--- src/rtl/addr_gen_unit.sv ---
module addr_gen_unit #(
  parameter int AW   = 16,
  parameter int NREG = 4,
  localparam int SW  = $clog2(NREG)
) (
  input  logic          clk,
  input  logic          rst_n,
  input  logic          req_valid,
  input  logic [2:0]    req_mode,
  input  logic          req_use_ptr,
  input  logic [SW-1:0] req_isel,
  input  logic [SW-1:0] req_msel,
  input  logic [SW-1:0] req_lsel,
  input  logic          ld_valid,
  input  logic [1:0]    ld_file,
  input  logic [SW-1:0] ld_sel,
  input  logic [AW-1:0] ld_data,
  output logic [AW-1:0] ea,
  output logic          ea_valid
);

  logic [NREG-1:0][AW-1:0] idx_rf, mod_rf, len_rf;
  logic [SW-1:0] ptr_i, ptr_m, ptr_l;
  logic [SW-1:0] isel, msel, lsel;
  logic [AW-1:0] cur_idx, cur_mod, cur_len;
  logic [AW-1:0] step, lin, mask, off, wrapped, nxt;
  logic [AW:0]   noff, noff_adj;
  logic          circ, upd;

  assign isel = req_use_ptr ? ptr_i : req_isel;
  assign msel = req_use_ptr ? ptr_m : req_msel;
  assign lsel = req_use_ptr ? ptr_l : req_lsel;

  assign cur_idx = idx_rf[isel];
  assign cur_mod = mod_rf[msel];
  assign cur_len = len_rf[lsel];

  always_comb begin
    case (req_mode)
      3'd1, 3'd6: step = AW'(1);
      3'd2, 3'd7: step = '1;
      3'd3, 3'd5: step = cur_mod;
      default:    step = '0;
    endcase
  end

  assign lin = cur_idx + step;

  always_comb begin
    mask = cur_len - AW'(1);
    for (int s = 1; s < AW; s = s * 2)
      mask = mask | (mask >> s);
  end

  assign off  = cur_idx & mask;
  assign noff = {1'b0, off} + {step[AW-1], step};

  always_comb begin
    if (noff[AW])
      noff_adj = noff + {1'b0, cur_len};
    else if (noff >= {1'b0, cur_len})
      noff_adj = noff - {1'b0, cur_len};
    else
      noff_adj = noff;
  end

  assign wrapped = (cur_idx & ~mask) + noff_adj[AW-1:0];
  assign circ    = req_mode[2] && (req_mode != 3'd4) && (cur_len != '0);
  assign nxt     = circ ? wrapped : lin;
  assign upd     = req_valid && (req_mode != 3'd0) && (req_mode != 3'd4);

  assign ea       = (req_mode == 3'd4) ? cur_idx + cur_mod : cur_idx;
  assign ea_valid = req_valid;

  always_ff @(posedge clk) begin
    if (!rst_n) begin
      idx_rf <= '0;
      mod_rf <= '0;
      len_rf <= '0;
      ptr_i  <= '0;
      ptr_m  <= '0;
      ptr_l  <= '0;
    end else begin
      if (upd)
        idx_rf[isel] <= nxt;
      if (ld_valid) begin
        case (ld_file)
          2'd0: idx_rf[ld_sel] <= ld_data;
          2'd1: mod_rf[ld_sel] <= ld_data;
          2'd2: len_rf[ld_sel] <= ld_data;
          default: begin
            if (ld_sel == SW'(0)) ptr_i <= ld_data[SW-1:0];
            if (ld_sel == SW'(1)) ptr_m <= ld_data[SW-1:0];
            if (ld_sel == SW'(2)) ptr_l <= ld_data[SW-1:0];
          end
        endcase
      end
    end
  end

endmodule

--- config.mk ---
export PLATFORM = sky130hd
export DESIGN_NAME = addr_gen_unit
export DESIGN_NICKNAME = d
export VERILOG_FILES = /design/src/rtl/addr_gen_unit.sv
export SDC_FILE = /design/constraint.sdc
export NUM_CORES = 1
export LEC_CHECK = 0
export BUFFER_PORTS_ARGS = -buffer_cell sky130_fd_sc_hd__buf_2
export CAP_MARGIN = 20
export CORE_UTILIZATION = 58
export CTS_CLUSTER_SIZE = 24
export DETAILED_ROUTE_END_ITERATION = 8
export HOLD_SLACK_MARGIN = 0.12
export PLACE_DENSITY = 0.78
export SETUP_SLACK_MARGIN = 0.5
export SYNTH_ARGS = -nofsm -noshare
export SYNTH_HDL_FRONTEND = slang
export SYNTH_SLANG_ARGS = --single-unit
--- constraint.sdc ---
create_clock -name clk -period 10.5 [get_ports clk]
set_input_delay 0.525 -clock clk [delete_from_list [all_inputs] [get_ports clk]]
set_output_delay 0.525 -clock clk [all_outputs]
set_load 0.05 [all_outputs]
==> impl_metrics.toml <==
[outcome]
outcome = "complete, no violations"

[clock_network]
root_buffer = "clkbuf_16"
cts_buffer_depth = 2
tritoncts_num_sinks = 198
clkTransAtPathRegs_ns = 0.07
cts_tree = "yes"
clock_latency_ns = 0.44
cts_hold_buf = 0
numCtsBuffers = 17
htree_levels = 4

[placed_design]
portBuffers = 50
place_congestion = 1.014
dp_hpwl_microns = 34810
preCtsSetupSlack_ns = -0.2151

[synth]
synth_edf_count = 0
synth.cell_area_sq_um = 14620
yosysUniqueCellTypes = 80
synthTopCellsByArea = "dfxtp_1, nand2_1, a21oi_1"
yosysWarningCount = 0
synth_top_area_cell = "dfxtp_1"
ys.flop_type = "dfxtp_1"
synth_seq_cells = 198
yosysTopAreaCellShare_pct = 27.12
syn_area_per_cell_sq_um = 7.609
syn_inst = 1921
postSynthNetCount = 2055
ys_seq_area_share_pct = 27.12
async_flop_share_pct = 0

[global_routing]
grt_pass1_vias = 13450
grt_pass1_wl_microns = 73750
grtUsageTotal_pct = 36.53
grt_overflow_total = 0
grt_max_degree = 99
antenna_found_initial = 1

[die]
core-area_sq_um = 24530
fp.dieH_microns = 160.7
dieArea_sq_um = 25840
row_count = 57
die_w_microns = 160.7
ioPinCount = 51
start_util_pct = 59.58

[critical_path]
required_ns = 10.82
cp_max_fo = 6
critPathLaunchType = "flip-flop"
crit_start = "ptr_l[0]$_SDFFE_PN0P_"
worstSetupPathType = "flip-flop to flip-flop"
cp_num_cells = 49
cpMostUsedCell = "buf_4"
r2r_end = "idx_rf[44]$_SDFF_PN0_"
r2r-start = "ptr_l[0]$_SDFFE_PN0P_"
critPathTopFamily = "compound AO/OA/AOI/OAI gates"
worst-r2r-cell-count = 49
worst_path_largest_cell_delay_ns = 0.54
critPathArrivalTime_ns = 10.14
slowest_stage = "mux4_2"
reg2reg_slack_ns = 0.69
end_kind = "flip-flop"
crit_end = "idx_rf[44]$_SDFF_PN0_"
crit_buf_inv = 8

[routing]
postRouteAntennaNets = 0
wl_microns = 48620
vias_per_cell = 6.454
wl_per_cell_microns = 21.01
route.vias.total = 14930
drtPass1Iterations = 6
drc_errors = 0
first_iter_violations = 1768

[timing]
grt_setup_unrepaired = "no"
fmaxAchievable_mhz = 101.9
tightest_slew_ns = 1.118
period_needed_ns = 9.814
relSlewSlack_pct = 24.69
worst_slack_ns = 0.6859
layout_worst_path_cycle_share_pct = 93.47
hold_violations = 0
finClkSkew_ns = 0.01540
finalSetupViolCount = 0
slew_viol_final = 0

[hold_path]
hp-class = "input port to flip-flop"

[power]
swShare_pct = 37.35
ir_drop_v = 0.0001074
clkPwrFrac_pct = 27.6
seq_power_share_pct = 34.4
powerDensity_nw_per_um2 = 137.2
combPwrFrac_pct = 38.0
internal_power_w = 0.001425
power_leakage_nw = 6.549
p_sw_w = 0.0008496

[cells_and_area]
post-route-util_pct = 67.55
antennaDiodeCount = 0
area_growth_pct = 13.39
nets = 2111
drive_gt1_share_pct = 16.23

[job]
max-cap-violations = 0
Yosys cell counts (6+ instances only):
cell type / number
mux4_2: 45
a21oi_1: 272
fa_1: 6
nand3_1: 26
o21bai_1: 12
nand2b_1: 10
a31oi_1: 8
a311oi_1: 10
a21o_1: 30
nand4_1: 7
dfxtp_1: 198
nand2_1: 370
o41ai_1: 7
and2_1: 16
o21ai_0: 90
mux2i_1: 29
a211oi_1: 39
clkbuf_1: 102
buf_6: 8
nor2b_1: 17
o21a_1: 15
or3_1: 22
a211o_1: 10
nor2_1: 186
o211ai_1: 10
xnor2_1: 41
xor2_1: 14
nor3_1: 38
o31ai_1: 8
inv_1: 62
and3_1: 16
ha_1: 94
through the flow:
| stage | setup TNS (ns) | cell area, sq um | hold WS [ns] | power, W | std cells |
|---|---|---|---|---|---|
| 2_1_floorplan | 0 | 14650 | 0.4315 | 0.001327 | 1921 |
| 3_3_place_gp | -0.1269 | 15440 | 0.4385 | 0.001542 | 2251 |
| 3_5_place_dp | -2.193 | 15460 | 0.4469 | 0.001546 | 2253 |
| 4_1_cts | 0 | 16080 | 0.4329 | 0.002177 | 2285 |
| 5_1_grt | 0 | 16570 | 0.4485 | 0.002368 | 2314 |
| 6_report | 0 | 16570 | 0.4522 | 0.002275 | 2314 |
worst register-to-register path: cells and delay by family (launching register included):
| kind | cells | cell delay [ns] |
|---|---|---|
| xor+xnor | 1 | 0.25 |
| flops | 1 | 0.37 |
| simple gates | 12 | 1.87 |
| fa+ha+maj | 4 | 1.25 |
| mux | 3 | 1.06 |
| buf+inv | 8 | 1.09 |
| compound gates | 21 | 3.80 |
state kept, by name, indices dropped and copies added (netlist names):
signal,count
ptr_i,2
ptr_m,2
ptr_l,2
len_rf,64
idx_rf,64
mod_rf,64
cells in the final DEF (no fill, tap or decap), types with 7 or more instances in the layout:
master	netlist	layout
and3_1	16	14
dfxtp_1	198	197
o31ai_1	8	7
a311oi_1	10	9
nor2b_1	17	17
a21o_1	30	30
nor2_1	186	183
ha_1	94	85
a211oi_1	39	36
or3_1	22	21
mux2i_2	3	8
xor2_1	14	14
nor3_2	1	9
xnor2_1	41	39
nand2b_1	10	10
o21a_1	15	14
mux2i_1	29	20
o21ai_0	90	80
clkbuf_16	0	18
a31oi_1	8	7
inv_1	62	60
o211ai_1	10	10
mux4_2	45	46
and2_1	16	16
nand2_1	370	369
a211o_1	10	10
buf_4	2	95
o21bai_1	12	12
nand4_1	7	7
nand3_1	26	23
a21oi_1	272	270
buf_2	3	50
nor3_1	38	28
worst min-delay path by stage:
stage / from / endpoint / slack, ns / cells past startpoint
6_report: rst_n / idx_rf[14]$_SDFF_PN0_ / 0.45 / 2
5_1_grt: rst_n / idx_rf[14]$_SDFF_PN0_ / 0.45 / 2
4_1_cts: rst_n / idx_rf[14]$_SDFF_PN0_ / 0.43 / 2
3_5_place_dp: mod_rf[40]$_SDFFE_PN0P_ / mod_rf[40]$_SDFFE_PN0P_ / 0.45 / 2
3_3_place_gp: mod_rf[43]$_SDFFE_PN0P_ / mod_rf[43]$_SDFFE_PN0P_ / 0.44 / 2
2_1_floorplan: len_rf[45]$_SDFFE_PN0P_ / len_rf[45]$_SDFFE_PN0P_ / 0.43 / 2
layout make-up:
| type | instances | area, sq um |
|---|---|---|
| Clock buffer | 19 | 432.9 |
| Clock inverter | 13 | 136.4 |
| Fill cell | 2098 | 7960 |
| Inverter | 64 | 242.7 |
| Multi-Input combinational cell | 1542 | 10290 |
| Sequential cell | 198 | 3968 |
| Tap cell | 324 | 405.4 |
| Timing Repair Buffer | 154 | 1100 |
power by group through the flow:
stage / combinational (W) / sequential [W] / clock [W]
CTS: 0.000764 / 0.000782 / 0.000632
global route: 0.000920 / 0.000784 / 0.000665
finish: 0.000865 / 0.000782 / 0.000628
global placement: 0.000744 / 0.000798 / 0
floorplan: 0.000532 / 0.000795 / 0
detailed placement: 0.000747 / 0.000799 / 0
cell families (layout without fill, tap and decap cells):
logic type / after synthesis / after routing / synth area share [%]
fa+ha+maj: 100 / 100 / 8.868
mux: 83 / 83 / 9.921
compound gates: 563 / 563 / 23.50
buf+inv: 182 / 250 / 5.162
simple gates: 740 / 741 / 22.14
flops: 198 / 198 / 27.12
xor+xnor: 55 / 55 / 3.296
layer usage:
metal  up-vias  wire length [microns]  GRT usage, %
li1       6940                      -             -
met1      7007                  19530         49.09
met2       866                  22160         58.21
met3       119                   5202         7.154
met4         2                   1716         13.34
met5         -                      9             0
repair_timing:
item | CTS | global route
setup buffers | 0 | 24
gates resized for setup | 10 | 57
setup endpoints to repair | 32 | 48
pin swaps | 3 | 36
cloned | 0 | 2
No activity file was read; power rests on OpenSTA's default activity.
